## config.mk

```make
export PLATFORM = sky130hd
export DESIGN_NAME = rect_xfer_agen
export DESIGN_NICKNAME = d
export VERILOG_FILES = /design/src/rtl/rect_xfer_pkg.sv /design/src/rtl/rect_geom_decode.sv /design/src/rtl/rect_raster_walk.sv /design/src/rtl/rect_read_pack.sv /design/src/rtl/rect_xfer_agen.sv
export SDC_FILE = /design/constraint.sdc
export NUM_CORES = 1
export LEC_CHECK = 0
export ABC_AREA = 1
export BUFFER_PORTS_ARGS = -buffer_cell sky130_fd_sc_hd__buf_2
export CORE_UTILIZATION = 35
export CTS_CLUSTER_SIZE = 14
export DETAILED_ROUTE_END_ITERATION = 10
export PLACE_DENSITY = 0.65
export SYNTH_ARGS = -nofsm -noshare
export SYNTH_HDL_FRONTEND = slang
export SYNTH_SLANG_ARGS = --single-unit
export TNS_END_PERCENT = 20
```

## constraint.sdc

```tcl
create_clock -name clk -period 1.7 [get_ports clk]
set_input_delay 0 -clock clk [delete_from_list [all_inputs] [get_ports clk]]
set_output_delay 0 -clock clk [all_outputs]
set_load 0.1 [all_outputs]
```

## src/rtl/rect_xfer_pkg.sv

```systemverilog
// Shared constants and geometry type for the rectangle transfer block.
// Assumes a power-of-two frame so that coordinate wrap is plain truncation.
package rect_xfer_pkg;
    localparam int XW    = 10;          // log2 of frame width in pixels
    localparam int YW    = 9;           // log2 of frame height in lines
    localparam int PIX_W = 16;          // bits per pixel
    localparam int AW    = XW + YW;     // pixel address width
    localparam int HW_W  = 2 * PIX_W;   // host word width

    typedef struct packed {
        logic [XW-1:0] x0;
        logic [YW-1:0] y0;
        logic [XW-1:0] w_m1;
        logic [YW-1:0] h_m1;
    } rect_geom_t;
endpackage

```

## src/rtl/rect_geom_decode.sv

```systemverilog
// Decodes a position word and a size word into start corner and size-minus-one.
// Assumes size fields use minus-one modular coding, so a zero field means full range.
module rect_geom_decode
    import rect_xfer_pkg::*;
#(
    parameter int POS_Y_LSB  = 16,
    parameter int SIZE_H_LSB = 16
) (
    input  logic [HW_W-1:0] pos_word_i,
    input  logic [HW_W-1:0] size_word_i,
    output rect_geom_t      geom_o
);
    // Field extraction; the subtraction wraps inside the field width.
    always_comb begin
        geom_o.x0   = pos_word_i[XW-1:0];
        geom_o.y0   = pos_word_i[POS_Y_LSB +: YW];
        geom_o.w_m1 = size_word_i[XW-1:0] - 1'b1;
        geom_o.h_m1 = size_word_i[SIZE_H_LSB +: YW] - 1'b1;
    end
endmodule

```

## src/rtl/rect_raster_walk.sv

```systemverilog
// Holds the rectangle geometry and the column/line offsets of the current pixel.
// Produces the wrapped pixel address and a flag for the final pixel.
// Assumes step_i is only asserted while a transfer is active.
module rect_raster_walk
    import rect_xfer_pkg::*;
(
    input  logic          clk,
    input  logic          rst_n,
    input  logic          load_i,
    input  rect_geom_t    geom_i,
    input  logic          step_i,
    output logic [AW-1:0] addr_o,
    output logic          last_o
);
    rect_geom_t    g_q;
    logic [XW-1:0] col_q;
    logic [YW-1:0] row_q;
    logic          row_end;
    logic [XW-1:0] x_cur;
    logic [YW-1:0] y_cur;

    // End-of-line and end-of-rectangle detection.
    always_comb begin
        row_end = (col_q == g_q.w_m1);
        last_o  = row_end && (row_q == g_q.h_m1);
        x_cur   = g_q.x0 + col_q;
        y_cur   = g_q.y0 + row_q;
        addr_o  = {y_cur, x_cur};
    end

    // Geometry latch and raster offset counters.
    always_ff @(posedge clk) begin
        if (!rst_n) begin
            g_q   <= '0;
            col_q <= '0;
            row_q <= '0;
        end else if (load_i) begin
            g_q   <= geom_i;
            col_q <= '0;
            row_q <= '0;
        end else if (step_i) begin
            if (row_end) begin
                col_q <= '0;
                row_q <= row_q + 1'b1;
            end else begin
                col_q <= col_q + 1'b1;
            end
        end
    end

    // after the last column of a non-final line the column restarts at zero.
    p_line_restart_r4: assert property (@(posedge clk) disable iff (!rst_n)
        (step_i && !load_i && row_end && !last_o) |=> (col_q == '0));

    // geometry never changes except on a load.
    p_geom_hold_r11: assert property (@(posedge clk) disable iff (!rst_n)
        !$past(load_i) |-> $stable(g_q));
endmodule

```

## src/rtl/rect_read_pack.sv

```systemverilog
// Packs two pixels read from memory into one host word.
// Assumes memory read data arrives one cycle after the read enable.
module rect_read_pack
    import rect_xfer_pkg::*;
(
    input  logic             clk,
    input  logic             rst_n,
    input  logic             rd_en_i,
    input  logic             phase_i,
    input  logic             word_end_i,
    input  logic [PIX_W-1:0] mem_rdata_i,
    output logic [HW_W-1:0]  rd_word_o,
    output logic             rd_valid_o
);
    logic             cap_q;
    logic             half_q;
    logic             valid_q;
    logic [PIX_W-1:0] low_q;

    // Tracks which read is in flight and when a word is complete.
    always_ff @(posedge clk) begin
        if (!rst_n) begin
            cap_q   <= 1'b0;
            half_q  <= 1'b0;
            valid_q <= 1'b0;
            low_q   <= '0;
        end else begin
            cap_q   <= rd_en_i && !phase_i;
            valid_q <= rd_en_i && word_end_i;
            half_q  <= rd_en_i && word_end_i && !phase_i;
            if (cap_q) begin
                low_q <= mem_rdata_i;
            end
        end
    end

    // Word assembly: the live memory data is the newest pixel.
    always_comb begin
        rd_valid_o = valid_q;
        rd_word_o  = half_q ? {{PIX_W{1'b0}}, mem_rdata_i} : {mem_rdata_i, low_q};
    end

    // a returned word always follows a memory read by one cycle.
    p_valid_after_read_r8: assert property (@(posedge clk) disable iff (!rst_n)
        rd_valid_o |-> $past(rd_en_i));
endmodule

```

## src/rtl/rect_xfer_agen.sv

```systemverilog
// Top of the rectangle transfer address generator.
// Accepts a start request, then moves one pixel per cycle between host words and a
// synchronous single-port pixel memory. Assumes the memory returns read data one
// cycle after a read and that the host holds write data while host_valid_i is high.
module rect_xfer_agen
    import rect_xfer_pkg::*;
#(
    parameter int POS_Y_LSB  = 16,
    parameter int SIZE_H_LSB = 16
) (
    input  logic             clk,
    input  logic             rst_n,
    input  logic             start_i,
    input  logic             dir_rd_i,
    input  logic [HW_W-1:0]  pos_word_i,
    input  logic [HW_W-1:0]  size_word_i,
    input  logic             mask_set_i,
    output logic             start_err_o,
    output logic             busy_o,
    input  logic             host_valid_i,
    input  logic [HW_W-1:0]  host_wdata_i,
    output logic             host_ready_o,
    output logic [HW_W-1:0]  rd_word_o,
    output logic             rd_valid_o,
    output logic             mem_en_o,
    output logic             mem_we_o,
    output logic [AW-1:0]    mem_addr_o,
    output logic [PIX_W-1:0] mem_wdata_o,
    input  logic [PIX_W-1:0] mem_rdata_i
);
    rect_geom_t      geom_in;
    logic            busy_q;
    logic            dir_rd_q;
    logic            word_act_q;
    logic            phase_q;
    logic            err_q;
    logic [HW_W-1:0] wword_q;
    logic            accept_start;
    logic            word_take;
    logic            last_pix;
    logic            word_end;
    logic [PIX_W-1:0] pix_sel;

    rect_geom_decode #(
        .POS_Y_LSB (POS_Y_LSB),
        .SIZE_H_LSB(SIZE_H_LSB)
    ) i_decode (
        .pos_word_i (pos_word_i),
        .size_word_i(size_word_i),
        .geom_o     (geom_in)
    );

    rect_raster_walk i_walk (
        .clk   (clk),
        .rst_n (rst_n),
        .load_i(accept_start),
        .geom_i(geom_in),
        .step_i(word_act_q),
        .addr_o(mem_addr_o),
        .last_o(last_pix)
    );

    rect_read_pack i_pack (
        .clk        (clk),
        .rst_n      (rst_n),
        .rd_en_i    (word_act_q && dir_rd_q),
        .phase_i    (phase_q),
        .word_end_i (word_end),
        .mem_rdata_i(mem_rdata_i),
        .rd_word_o  (rd_word_o),
        .rd_valid_o (rd_valid_o)
    );

    // Handshake and per-cycle memory port decode.
    always_comb begin
        accept_start = start_i && !busy_q;
        host_ready_o = busy_q && !word_act_q;
        word_take    = host_valid_i && host_ready_o;
        word_end     = word_act_q && (phase_q || last_pix);
        mem_en_o     = word_act_q;
        mem_we_o     = word_act_q && !dir_rd_q;
        pix_sel      = phase_q ? wword_q[HW_W-1:PIX_W] : wword_q[PIX_W-1:0];
        mem_wdata_o  = pix_sel | {mask_set_i, {(PIX_W-1){1'b0}}};
        busy_o       = busy_q;
        start_err_o  = err_q;
    end

    // Transfer control: busy, direction, word phase and refused-start pulse.
    always_ff @(posedge clk) begin
        if (!rst_n) begin
            busy_q     <= 1'b0;
            dir_rd_q   <= 1'b0;
            word_act_q <= 1'b0;
            phase_q    <= 1'b0;
            err_q      <= 1'b0;
            wword_q    <= '0;
        end else begin
            err_q <= start_i && busy_q;
            if (accept_start) begin
                busy_q   <= 1'b1;
                dir_rd_q <= dir_rd_i;
            end
            if (word_take) begin
                word_act_q <= 1'b1;
                phase_q    <= 1'b0;
                wword_q    <= host_wdata_i;
            end else if (word_act_q) begin
                phase_q <= !phase_q;
                if (word_end) begin
                    word_act_q <= 1'b0;
                end
                if (last_pix) begin
                    busy_q <= 1'b0;
                end
            end
        end
    end

    // a refused start can only follow a busy cycle.
    p_err_needs_busy_r11: assert property (@(posedge clk) disable iff (!rst_n)
        start_err_o |-> $past(busy_o));

    // memory is only touched during a transfer.
    p_mem_in_busy_r9: assert property (@(posedge clk) disable iff (!rst_n)
        mem_en_o |-> busy_o);

    // the busy flag only drops right after a pixel access.
    p_busy_fall_r9: assert property (@(posedge clk) disable iff (!rst_n)
        $fell(busy_o) |-> $past(mem_en_o));

    // forced mask bit reaches the memory on every write.
    p_mask_forced_r7: assert property (@(posedge clk) disable iff (!rst_n)
        (mem_we_o && mask_set_i) |-> mem_wdata_o[PIX_W-1]);

    // a read transfer never writes memory.
    p_read_no_write_r8: assert property (@(posedge clk) disable iff (!rst_n)
        (busy_o && dir_rd_q) |-> !mem_we_o);
endmodule

```

# ---- After elaboration in Yosys (flattened, before gate mapping)
# Index checks and enable logic that the tools add are counted.
dict set report classes {
  mux 10
  bitwise_logic 2
  n_reduce_logical 19
  n_eq_ne 2
  n_addsub 6
}
# operator n
set ops {}
lappend ops {{$mux 32} 1}
lappend ops {{$mux 16} 1}
lappend ops {{$or 16x16->16} 1}
lappend ops {{$logic_and 1x1->1} 11}
lappend ops {{$add 10x1->10 const B} 1}
lappend ops {{$add 10x10->10} 1}
lappend ops {{$eq 10x10->1} 1}
lappend ops {{$mux 10} 1}
lappend ops {{$sub 10x1->10 const B} 1}
lappend ops {{$add 9x1->9 const B} 1}
lappend ops {{$add 9x9->9} 1}
lappend ops {{$eq 9x9->1} 1}
lappend ops {{$sub 9x1->9 const B} 1}
lappend ops {{$mux 1} 7}
lappend ops {{$logic_not 1->1} 4}
lappend ops {{$reduce_or 2->1} 2}
lappend ops {{$reduce_and 2->1} 1}
lappend ops {{$logic_or 1x1->1} 1}
lappend ops {{$not 1->1} 1}
dict set report totals {
  in_bits 118
  ff_bits 113
  out_inout_bits 73
  word_cells 55
}

# ---- Longest topological paths before layout
dict set report depth {
  ltp_word 7
  ltp_mapped 10
  ltp_nobuf 10
}

# ---- Cells and area by module
# Synthesis repeated with hierarchy kept, for this count alone.
dict set report hier_totals {
  hier_cells 998
  hier_area_um2 6541.3
}
# module area_each_um2 seq_area_each_um2 n_inst cells_per_inst
set by_module_without_submodules {}
lappend by_module_without_submodules {rect_raster_walk 3254.4 1141.1 1 465}
lappend by_module_without_submodules {rect_xfer_agen 1721.7 740.7 1 270}
lappend by_module_without_submodules {rect_read_pack 1029.7 380.4 1 162}
lappend by_module_without_submodules {rect_geom_decode 535.5 0.0 1 101}

# ---- Worst setup path after synthesis
# OpenSTA, ideal clock, no wires.
dict set report synth_path {
  path_kind {flip-flop to output port}
  from {register i_walk.col_q[0]}
  to {output mem_addr_o[8]}
  t_required_ns 1.700
  setup_slack_ns -1.274
  n_path_buf 0
  t_arrival_ns 2.974
  path_stages_with_launch 9
  path_cell_list {dfxtp_1 ha_1 inv_1 fa_1 o21ai_0 nand3_1 nand2_1 a21oi_1 xor2_1}
}
dict set report synth_between {
  elab_chain_len 1
}
# element line_no
set synth_lines {}
lappend synth_lines {{start: declaration} rect_raster_walk.sv:16} ;# logic [XW-1:0] col_q;
lappend synth_lines {{start signal: assignment} rect_raster_walk.sv:46} ;# col_q <= col_q + 1'b1;
lappend synth_lines {{$add 10x10->10} rect_raster_walk.sv:26} ;# x_cur = g_q.x0 + col_q;
lappend synth_lines {{end: declaration} rect_xfer_agen.sv:27} ;# output logic [AW-1:0] mem_addr_o,
# No other way between the ends.

# ---- Worst setup path after layout
dict set report layout_path {
  from {register i_walk.g_q[28] in the netlist's numbering}
  to {output mem_addr_o[6]}
}
dict set report layout_between {
  elab_chain_len 1
}
# element line_no
set layout_lines {}
lappend layout_lines {{start: declaration} rect_raster_walk.sv:15} ;# rect_geom_t g_q;
lappend layout_lines {{start signal: assignment} rect_raster_walk.sv:38} ;# g_q <= geom_i;
lappend layout_lines {{$add 10x10->10} rect_raster_walk.sv:26}
# No other way between the ends.

==> impl_metrics.yaml <==
job:
  cap_violations: 0
clock_network:
  tritoncts: "done"
  cts_buffer_depth: 2
  numCtsBuffers: 17
  clock_sinks: 113
  cts_root_buffer: "clkbuf_16"
  clock_latency_ns: 0.41
  clk_pin_slew_worst_paths_ns: 0.06
  htreeDepth: 4
worst_setup_path:
  r2r_start: "i_walk.col_q[1]$_SDFFE_PP0P_"
  path_delay_family: "adder cells"
  critPathMostFrequentCell: "buf_12"
  end_kind: "primary output"
  crit_chain: "ha_4, inv_2, fa_2, o21ai_4, nand3_2, nand2_4, buf_12, xor2_4, buf_12"
  crit_fanout: 2
  r2r_slack_ns: 0.09
  worst-path-buf-inv: 3
  crit_start: "i_walk.g_q[28]$_SDFFE_PN0P_"
  crit_required_ns: 1.70
  cp-start-kind: "flip-flop"
  worstPathArrival_ns: 2.13
  cp_num_cells: 9
  worstSetupPathType: "reg2out"
  slowest_delay_ns: 0.37
  crit_end: "mem_addr_o[6]"
  worstReg2RegEnd: "i_walk.col_q[8]$_SDFFE_PP0P_"
  reg2regPathDepth: 7
  cpMaxStageDelayCell: "fa_2"
logic_synthesis:
  syn_nets: 965
  ys_ff_latch: 113
  synthTopCellsByArea: "dfxtp_1 39%, nand2_1 9.4%, a21oi_1 8.9%"
  yosysMostFrequentCell: "nand2_1"
  syn_avg_cell_area_um2: 6.99
  synth_commonest_cells: "144 x nand2_1, 113 x dfxtp_1, 105 x nor2_1, 102 x a21oi_1, 98 x o21ai_0"
  ys.flop_type: "dfxtp_1"
  yosys_warnings: 0
  yosys.area_share.simple_pct: 21.4
  synthMuxAreaShare_pct: 0
  synth_xor_area_share_pct: 5.47
  ys_types: 33
  synth_compound_area_share_pct: 19.2
  yosysTopAreaCell: "dfxtp_1"
  synth_top_area_share_pct: 39.3
  synth.cell_area_mm2: 0.00576
  synth_top_family_by_area: "simple AND/OR/NAND/NOR gates"
  synthCells: 824
  synth_edf_count: 0
  synthAdderAreaFrac_pct: 5.26
  synth-async-reset-ratio_pct: 0
  seq_area_frac_synth_pct: 39.3
global_route:
  grt_remaining_overflow: 0
  grt.total_usage_pct: 19.7
  grt_pass1_vias: 5649
  grt_max_degree: 49
  antenna_found_initial: 0
  grt_pass1_wl_mm: 26.3
die:
  die_h_um: 130
  start_util_pct: 36.0
  die_area_mm2: 0.0170
  std_cell_rows: 46
  ios: 191
  core_mm2: 0.0160
  die-width_um: 130
routing:
  wire_per_inst_um: 12.7
  drc: 0
  dr.pass1.iters: 4
  vias_per_cell: 4.68
  drt_iter0_markers: 321
  wl_mm: 16.9
  final_antenna_net_count: 0
  num_vias: 6251
place:
  dp_hpwl_mm: 11.2
  port_buffers: 164
  dp_cells: 1210
  gp_congestion: 0.825
sta:
  clock.fmax_mhz: 469
  hold_viol: 0
  final_min_period_over_clock_period_pct: 125
  worstMarginPinSlew_ns: 0.534
  setup_violations: 15
  worst_slack_ns: -0.431
  drv_slew: 0
  rsz0062_at_grt: "yes"
  relSlewSlack_pct: 64.4
  min_period_ns: 2.13
  skew_ns: 0.00929
power:
  powerDensity_mw_per_mm2: 827
  p_leak_nw: 4.32
  vdd_drop_max_mv: 0.699
min_path:
  hold_path.class: "in2reg"
layout:
  drive_above_1_share_pct: 32.0
  finalNetCount: 1247
  stdcell_count: 1335
  area_growth_pct: 72.3
  final_core_util_pct: 62.0
  diodes: 0
  fillers: 1345
outcome:
  failed_checks: "negative setup slack"
  status: "finished with violations"
-- registers in the layout, indices dropped and copies added, names as in the netlist --
register           flops
i_walk.g_q            38
wword_q               32
i_pack.low_q          16
i_walk.col_q          10
i_walk.row_q           9
busy_o                 1
dir_rd_q               1
i_pack.cap_q           1
i_pack.half_q          1
i_pack.rd_valid_o      1
mem_en_o               1
phase_q                1
start_err_o            1
-- layout by cell type (no fill, tap or decap), types with 4 or more instances in the layout --
| cell type | count |
|---|---|
| nor2_4 | 4 |
| dlygate4sd3_1 | 89 |
| nand2_1 | 134 |
| inv_1 | 89 |
| xor2_2 | 5 |
| a21oi_2 | 15 |
| nor3_1 | 7 |
| xor2_1 | 17 |
| inv_6 | 5 |
| dfxtp_4 | 8 |
| clkbuf_16 | 17 |
| a31oi_1 | 7 |
| xor2_4 | 7 |
| o211ai_1 | 5 |
| buf_4 | 41 |
| o21ai_2 | 9 |
| nand2_2 | 8 |
| o21ai_0 | 62 |
| dfxtp_2 | 11 |
| nor2_1 | 102 |
| buf_2 | 115 |
| nand4_1 | 5 |
| ha_4 | 11 |
| o21ai_1 | 26 |
| inv_2 | 9 |
| clkinvlp_4 | 5 |
| buf_12 | 53 |
| nand3_1 | 19 |
| dfxtp_1 | 94 |
| nand3_2 | 4 |
| xnor2_1 | 4 |
| a21oi_1 | 84 |
| ha_1 | 10 |
-- worst min-delay path: cells and delay by family --
kind | cells | cell delay [ns]
AND/OR/NAND/NOR | 1 | 0.09
buffers and inverters | 2 | 0.16
AO/OA/AOI/OAI | 2 | 0.17
-- how the worst min path moves through the flow --
stage                     from                          end  slack, ns  depth (start not counted)
6_report        size_word_i[6]  i_walk.g_q[15]$_SDFFE_PN0P_       0.04                          5
5_1_grt         size_word_i[7]  i_walk.g_q[17]$_SDFFE_PN0P_       0.05                          5
4_1_cts         size_word_i[7]  i_walk.g_q[16]$_SDFFE_PN0P_       0.01                          5
3_5_place_dp   size_word_i[16]   i_walk.g_q[0]$_SDFFE_PN0P_       0.21                          2
3_3_place_gp   size_word_i[16]   i_walk.g_q[0]$_SDFFE_PN0P_       0.21                          2
2_1_floorplan   size_word_i[0]   i_walk.g_q[9]$_SDFFE_PN0P_       0.09                          1
-- power by group --
| group | switching [W] | leakage (nW) | internal [W] |
|---|---|---|---|
| Clock | 0.00131 | 0.256 | 0.00191 |
| Combinational | 0.00133 | 3.13 | 0.000776 |
| Sequential | 0.0000911 | 0.935 | 0.00277 |
-- per-stage QoR --
step / setup TNS (ns) / hold WS (ns) / setup WS [ns] / total power (W) / cell area (um2)
2_1_floorplan: -20.84 / 0.0900 / -0.499 / 0.00419 / 6120
3_3_place_gp: -0.0294 / 0.214 / -0.0256 / 0.00479 / 8130
3_5_place_dp: -0.153 / 0.213 / -0.0532 / 0.00480 / 8130
4_1_cts: -4.39 / 0.0142 / -0.480 / 0.00823 / 9640
5_1_grt: -4.94 / 0.0534 / -0.536 / 0.00857 / 9920
6_report: -3.37 / 0.0432 / -0.431 / 0.00820 / 9920
-- logic make-up (layout without fill, tap and decap cells) --
kind of cell | count (synthesis) | count (layout)
xor+xnor | 36 | 36
fa+ha+maj | 23 | 23
compound gates | 215 | 215
flops | 113 | 113
simple gates | 299 | 299
buf+inv | 138 | 433
-- area by class of cell --
cell class,count,area (um2),share of cell area [%]
Clock inverter,14,105,1.06
Sequential cell,113,2310,23.2
Clock buffer,18,439,4.43
Multi-Input combinational cell,573,3560,35.9
Inverter,102,390,3.93
Timing Repair Buffer,299,2850,28.7
Tap cell,216,270,2.72
-- routing by layer --
layer / track usage (%) / wire (um) / part of all wire, % / vias to the layer above
met5: 0 / 0 / 0 / -
met4: 7.73 / 408 / 2.4 / 0
met3: 3.61 / 563 / 3.3 / 30
met2: 35.2 / 8730 / 52 / 142
met1: 23.3 / 7230 / 43 / 2859
li1: - / - / - / 3220
-- repair_timing --
action | in CTS | in global routing
buffers inserted | 1 | 4
resized for setup | 13 | 57
hold buffers | 89 | 0
endpoints found under the setup margin | 16 | 49
pin swaps | 13 | 18
endpoints found under the hold margin | 87 | 0
No activity file was read; power rests on OpenSTA's default activity.
